### config.mk
export PLATFORM = sky130hd
export DESIGN_NAME = srst_gate_ctrl
export DESIGN_NICKNAME = d
export VERILOG_FILES = /design/src/rtl/srgc_pkg.sv /design/src/rtl/srgc_addr_dec.sv /design/src/rtl/srgc_gate_timer.sv /design/src/rtl/srst_gate_ctrl.sv
export SDC_FILE = /design/constraint.sdc
export NUM_CORES = 1
export LEC_CHECK = 0
export BUFFER_PORTS_ARGS = -buffer_cell sky130_fd_sc_hd__buf_2
export CORE_MARGIN = 2
export CORE_UTILIZATION = 31
export CTS_CLUSTER_DIAMETER = 150
export CTS_CLUSTER_SIZE = 25
export DETAILED_ROUTE_END_ITERATION = 6
export GPL_ROUTABILITY_DRIVEN = 0
export SYNTH_ARGS = -nofsm -noshare
export SYNTH_HDL_FRONTEND = slang
export SYNTH_SLANG_ARGS = --single-unit
### constraint.sdc
create_clock -name clk -period 2.9 [get_ports clk]
set_input_delay 0.435 -clock clk [delete_from_list [all_inputs] [get_ports clk]]
set_output_delay 0.435 -clock clk [all_outputs]
set_load 0.05 [all_outputs]
### src/rtl/srgc_pkg.sv
package srgc_pkg;

  localparam int SRST_BIT = 31;
  localparam int GATE_BIT = 30;
  localparam int CFG_W    = 30;

  localparam logic [31:0] OFS_FULL = 32'h0;
  localparam logic [31:0] OFS_SET  = 32'h4;
  localparam logic [31:0] OFS_CLR  = 32'h8;

  typedef enum logic [1:0] {
    OP_NONE = 2'd0,
    OP_FULL = 2'd1,
    OP_SET  = 2'd2,
    OP_CLR  = 2'd3
  } wr_op_e;

  // Value of the word after one software access, hardware effects not included
  function automatic logic [31:0] apply_write(wr_op_e op, logic [31:0] cur,
                                              logic [31:0] data);
    case (op)
      OP_FULL: apply_write = data;
      OP_SET:  apply_write = cur | data;
      OP_CLR:  apply_write = cur & ~data;
      default: apply_write = cur;
    endcase
  endfunction

  // Combine the software result with the hardware gate force and the reset hold
  function automatic logic [31:0] next_ctrl(logic [31:0] cur, logic [31:0] sw,
                                            logic force_gate);
    logic [31:0] n;
    n[SRST_BIT] = sw[SRST_BIT];
    n[GATE_BIT] = sw[GATE_BIT] | force_gate;
    n[CFG_W-1:0] = (sw[SRST_BIT] || cur[SRST_BIT]) ? '0 : sw[CFG_W-1:0];
    next_ctrl = n;
  endfunction

endpackage

### src/rtl/srgc_addr_dec.sv
module srgc_addr_dec
  import srgc_pkg::*;
#(
  parameter int ADDR_W = 4
) (
  input  logic [ADDR_W-1:0] addr,
  output wr_op_e            op,
  output logic              rd_hit
);

  localparam logic [ADDR_W-1:0] A_FULL = ADDR_W'(OFS_FULL);
  localparam logic [ADDR_W-1:0] A_SET  = ADDR_W'(OFS_SET);
  localparam logic [ADDR_W-1:0] A_CLR  = ADDR_W'(OFS_CLR);

  always_comb begin
    if (addr == A_FULL)     op = OP_FULL;
    else if (addr == A_SET) op = OP_SET;
    else if (addr == A_CLR) op = OP_CLR;
    else                    op = OP_NONE;
  end

  assign rd_hit = (op != OP_NONE);

endmodule

### src/rtl/srgc_gate_timer.sv
module srgc_gate_timer #(
  parameter int GATE_DELAY = 4
) (
  input  logic clk,
  input  logic rst_n,
  input  logic srst_q,
  output logic gate_force
);

  localparam int CNT_W = (GATE_DELAY > 1) ? $clog2(GATE_DELAY) : 1;
  localparam logic [CNT_W-1:0] CNT_LAST = CNT_W'(GATE_DELAY - 1);

  logic [CNT_W-1:0] cnt_q;
  logic             expired;

  assign expired    = (cnt_q == CNT_LAST);
  assign gate_force = srst_q && expired;

  always_ff @(posedge clk or negedge rst_n) begin
    if (!rst_n)          cnt_q <= '0;
    else if (!srst_q)    cnt_q <= '0;
    else if (!expired)   cnt_q <= cnt_q + 1'b1;
  end

endmodule

### src/rtl/srst_gate_ctrl.sv
module srst_gate_ctrl
  import srgc_pkg::*;
#(
  parameter int ADDR_W     = 4,
  parameter int GATE_DELAY = 4
) (
  input  logic              clk,
  input  logic              rst_n,
  input  logic              bus_we,
  input  logic [ADDR_W-1:0] bus_addr,
  input  logic [31:0]       bus_wdata,
  output logic [31:0]       bus_rdata,
  output logic              blk_rst_o,
  output logic              clk_en_o,
  output logic [CFG_W-1:0]  cfg_o
);

  logic [31:0] ctrl_q;
  logic [31:0] sw_val;
  logic [31:0] ctrl_d;
  wr_op_e      wr_op;
  logic        rd_hit;
  logic        gate_force;

  srgc_addr_dec #(.ADDR_W(ADDR_W)) u_dec (
    .addr   (bus_addr),
    .op     (wr_op),
    .rd_hit (rd_hit)
  );

  srgc_gate_timer #(.GATE_DELAY(GATE_DELAY)) u_timer (
    .clk        (clk),
    .rst_n      (rst_n),
    .srst_q     (ctrl_q[SRST_BIT]),
    .gate_force (gate_force)
  );

  assign sw_val = bus_we ? apply_write(wr_op, ctrl_q, bus_wdata) : ctrl_q;
  assign ctrl_d = next_ctrl(ctrl_q, sw_val, gate_force);

  always_ff @(posedge clk or negedge rst_n) begin
    if (!rst_n) ctrl_q <= '0;
    else        ctrl_q <= ctrl_d;
  end

  assign bus_rdata = rd_hit ? ctrl_q : '0;
  assign blk_rst_o = ctrl_q[SRST_BIT];
  assign clk_en_o  = ~ctrl_q[GATE_BIT];
  assign cfg_o     = ctrl_q[CFG_W-1:0];

endmodule

==> flow_summary.json <==
{
  "ys_seq_area_share_pct": 38.64,
  "syn_area_per_cell_um2": 8.535,
  "path_clk_slew_ns": 0.07,
  "wl_met1_um": 2691,
  "multiInputGateArea_mm2": 0.001032,
  "path_class": "in -> out",
  "reg2reg_depth": 3,
  "drv_slew": 0,
  "initial_core_util_pct": 32.23,
  "num_io_pins": 103,
  "grt_setup_unrepaired": "no",
  "dp_hpwl_um": 4157,
  "skew_ns": 0.004039,
  "fill_cells": 740,
  "ant_nets": 0,
  "antenna_found_initial": 0,
  "placed_area_mm2": 0.002592,
  "grt_pass1_vias": 1782,
  "ys_seq_elements": 34,
  "fin_area_mm2": 0.002669,
  "fp.dieH_um": 88.28,
  "rows": 30,
  "io_buffers": 102,
  "drv_cap": 0,
  "drt_iter0_drc": 80,
  "final_hold_viol_count": 0,
  "cts_resized": 0,
  "worst_ep_required_time_ns": 2.47,
  "route.detailed.drc": 0,
  "routedWlPerCell_um": 13.64,
  "via_per_inst": 4.791,
  "clk_latency_ns": 0.28,
  "layout_worst_path_cycle_share_pct": 72.73,
  "die-area_mm2": 0.007793,
  "timing.reg2reg.setup_slack_ns": 1.69,
  "max_freq_mhz": 474.1,
  "cts_hold_buf": 0,
  "seqCellArea_um2": 850.8,
  "cts_setup_buffers": 0,
  "antennaDiodeCount": 0,
  "fp.coreArea_mm2": 0.006832,
  "clock_tree.root_cell": "clkbuf_8",
  "tightest_slew_ns": 0.7932,
  "cp_max_fo": 18,
  "synthCells": 258,
  "numCtsBuffers": 5,
  "wl_met2_um": 2633,
  "end_kind": "output port",
  "syn_nets": 298,
  "relSlewSlack_pct": 47.12,
  "cts_tree": "done",
  "yosysWarnings": 0,
  "area_growth_pct": 21.19,
  "dr_wl_met3_um": 397,
  "clk_path_buf_depth": 2,
  "first_pass_iters": 4,
  "drive_gt1_share_pct": 36.81,
  "syn_area_mm2": 0.002202,
  "vias": 2022,
  "setup_viol": 0,
  "crit_path_start_kind": "input pin",
  "grt_util_all_layers_pct": 14.90,
  "worst_ir_drop_vdd_v": 0.0001573,
  "die_w_um": 88.28,
  "power_density_mw_per_mm2": 513.3,
  "timing.rr.start": "ctrl_q[23]",
  "nets": 366,
  "grt_pass1_wl_um": 9087,
  "drt_wl_total_um": 5758,
  "endpoint": "bus_rdata[0]",
  "leakage_uw": 0.001300,
  "arrival_ns": 1.67,
  "grt-ovfl-total": 0,
  "status": "finished clean",
  "cts.sinks": 34,
  "h-tree-depth": 2,
  "maxUsedRoutingLayer": "met4",
  "hold_path_class": "in -> async",
  "period_needed_ns": 2.109,
  "grt_start_max_net_pins": 35,
  "critPathLaunch": "bus_addr[3]",
  "tns_ns": 0,
  "yosysUniqueCellTypes": 32,
  "r2r_end": "ctrl_q[23]"
}
## flip-flops by register name, indices dropped and copies added (netlist names)
name           cells
ctrl_q            32
u_timer.cnt_q      2
## cell families (layout without fill, tap and decap cells)
group                      count (synthesis)  after routing  synth area share [%]
and+or+nand+nor                          101            101                 27.16
adders and majority gates                  1              1                0.5681
DFF                                       34             34                 38.64
AOI/OAI and AO/OA                         67             67                 17.78
xor gates and xnor gates                   1              1                0.3978
muxes                                      1              1                0.4546
buffers and inverters                     53            121                 15.00
## synth_stat cells (all sizes together)
cell | n | area [µm²]
inv | 3 | 11.26
nand3b | 29 | 217.7
or3b | 1 | 8.760
nand2 | 29 | 108.9
and2 | 31 | 193.9
a211oi | 1 | 7.510
nor4 | 2 | 12.51
dfrtp | 34 | 850.8
o21ai | 31 | 158.9
nor2b | 1 | 6.260
buf | 38 | 274.0
o21bai | 1 | 7.510
a21oi | 1 | 5.000
nand2b | 1 | 6.260
or2 | 1 | 6.260
o311a | 1 | 10.01
ha | 1 | 12.51
o31ai | 1 | 7.510
a31oi | 29 | 181.4
o22ai | 1 | 6.260
clkbuf | 12 | 45.04
a22oi | 1 | 7.510
mux2i | 1 | 10.01
nor3 | 2 | 10.01
nor2 | 2 | 7.510
xor2 | 1 | 8.760
nor4b | 1 | 8.760
or4bb | 1 | 11.26
## cell usage in the layout, fill, tap and decap left out, drive strengths merged
master    n
nand2    29
a211oi    1
o31ai     1
buf     111
nor4b     1
nor2b     1
a22oi     1
o311a     1
inv       3
or2       1
nor4      2
mux2i     1
nor2      2
or3b      1
a21oi     1
nand2b    1
o22ai     1
ha        1
clkbuf    7
and2     31
or4bb     1
a31oi    29
o21bai    1
nor3      2
o21ai    31
xor2      1
nand3b   29
dfrtp    34
## power by group
group / total [µW] / internal (µW) / switching [µW]
clock: 321 / 165 / 156
sequential: 571 / 529 / 41.9
combinational: 477 / 134 / 343
total: 1370 / 829 / 541
## metal layers
metal / vias to the layer above / GRT usage (%)
met5: - / 0
met4: 0 / 2.893
met3: 4 / 3.545
met2: 77 / 23.17
met1: 934 / 21.34
li1: 1007 / -
## per-stage QoR
stage	power [µW]	setup WS [ns]	util, %	hold WS [ns]	cells
2_1_floorplan	966.6	0.06858	-	0.1394	258
3_3_place_gp	1055	0.7991	37.95	0.5133	415
3_5_place_dp	1063	0.7662	37.95	0.5307	415
4_1_cts	1393	0.7636	39.07	0.2643	422
5_1_grt	1459	0.6779	39.07	0.3017	422
6_report	1370	0.7908	39.07	0.2415	422
## worst min-delay path by stage
| stage | startpoint | cells after the start | slack [ns] | endpoint |
|---|---|---|---|---|
| 2_1_floorplan | rst_n | 0 | 0.14 | ctrl_q[0] |
| 3_3_place_gp | u_timer.cnt_q[1] | 2 | 0.51 | u_timer.cnt_q[1] |
| 3_5_place_dp | u_timer.cnt_q[1] | 2 | 0.53 | u_timer.cnt_q[1] |
| 4_1_cts | rst_n | 1 | 0.26 | ctrl_q[29] |
| 5_1_grt | rst_n | 1 | 0.30 | ctrl_q[16] |
| 6_report | rst_n | 1 | 0.24 | ctrl_q[29] |
## cell type report
cell class              instances  share of cell area, %
repair buffers                111                  21.66
flip-flops and latches         34                  31.88
clock buffers                   7                  2.860
well taps                      96                  4.501
inverters                       3                 0.4219
multi-input cells             171                  38.68
## critical path: stages
cell and delay (ns):
buf_2 0.14, and2_1 0.15, buf_4 0.20, nor3_2 0.14, buf_4 0.22, and2_1 0.14
buf_2 0.25
Note: power is estimated with default switching activity, not from simulation.
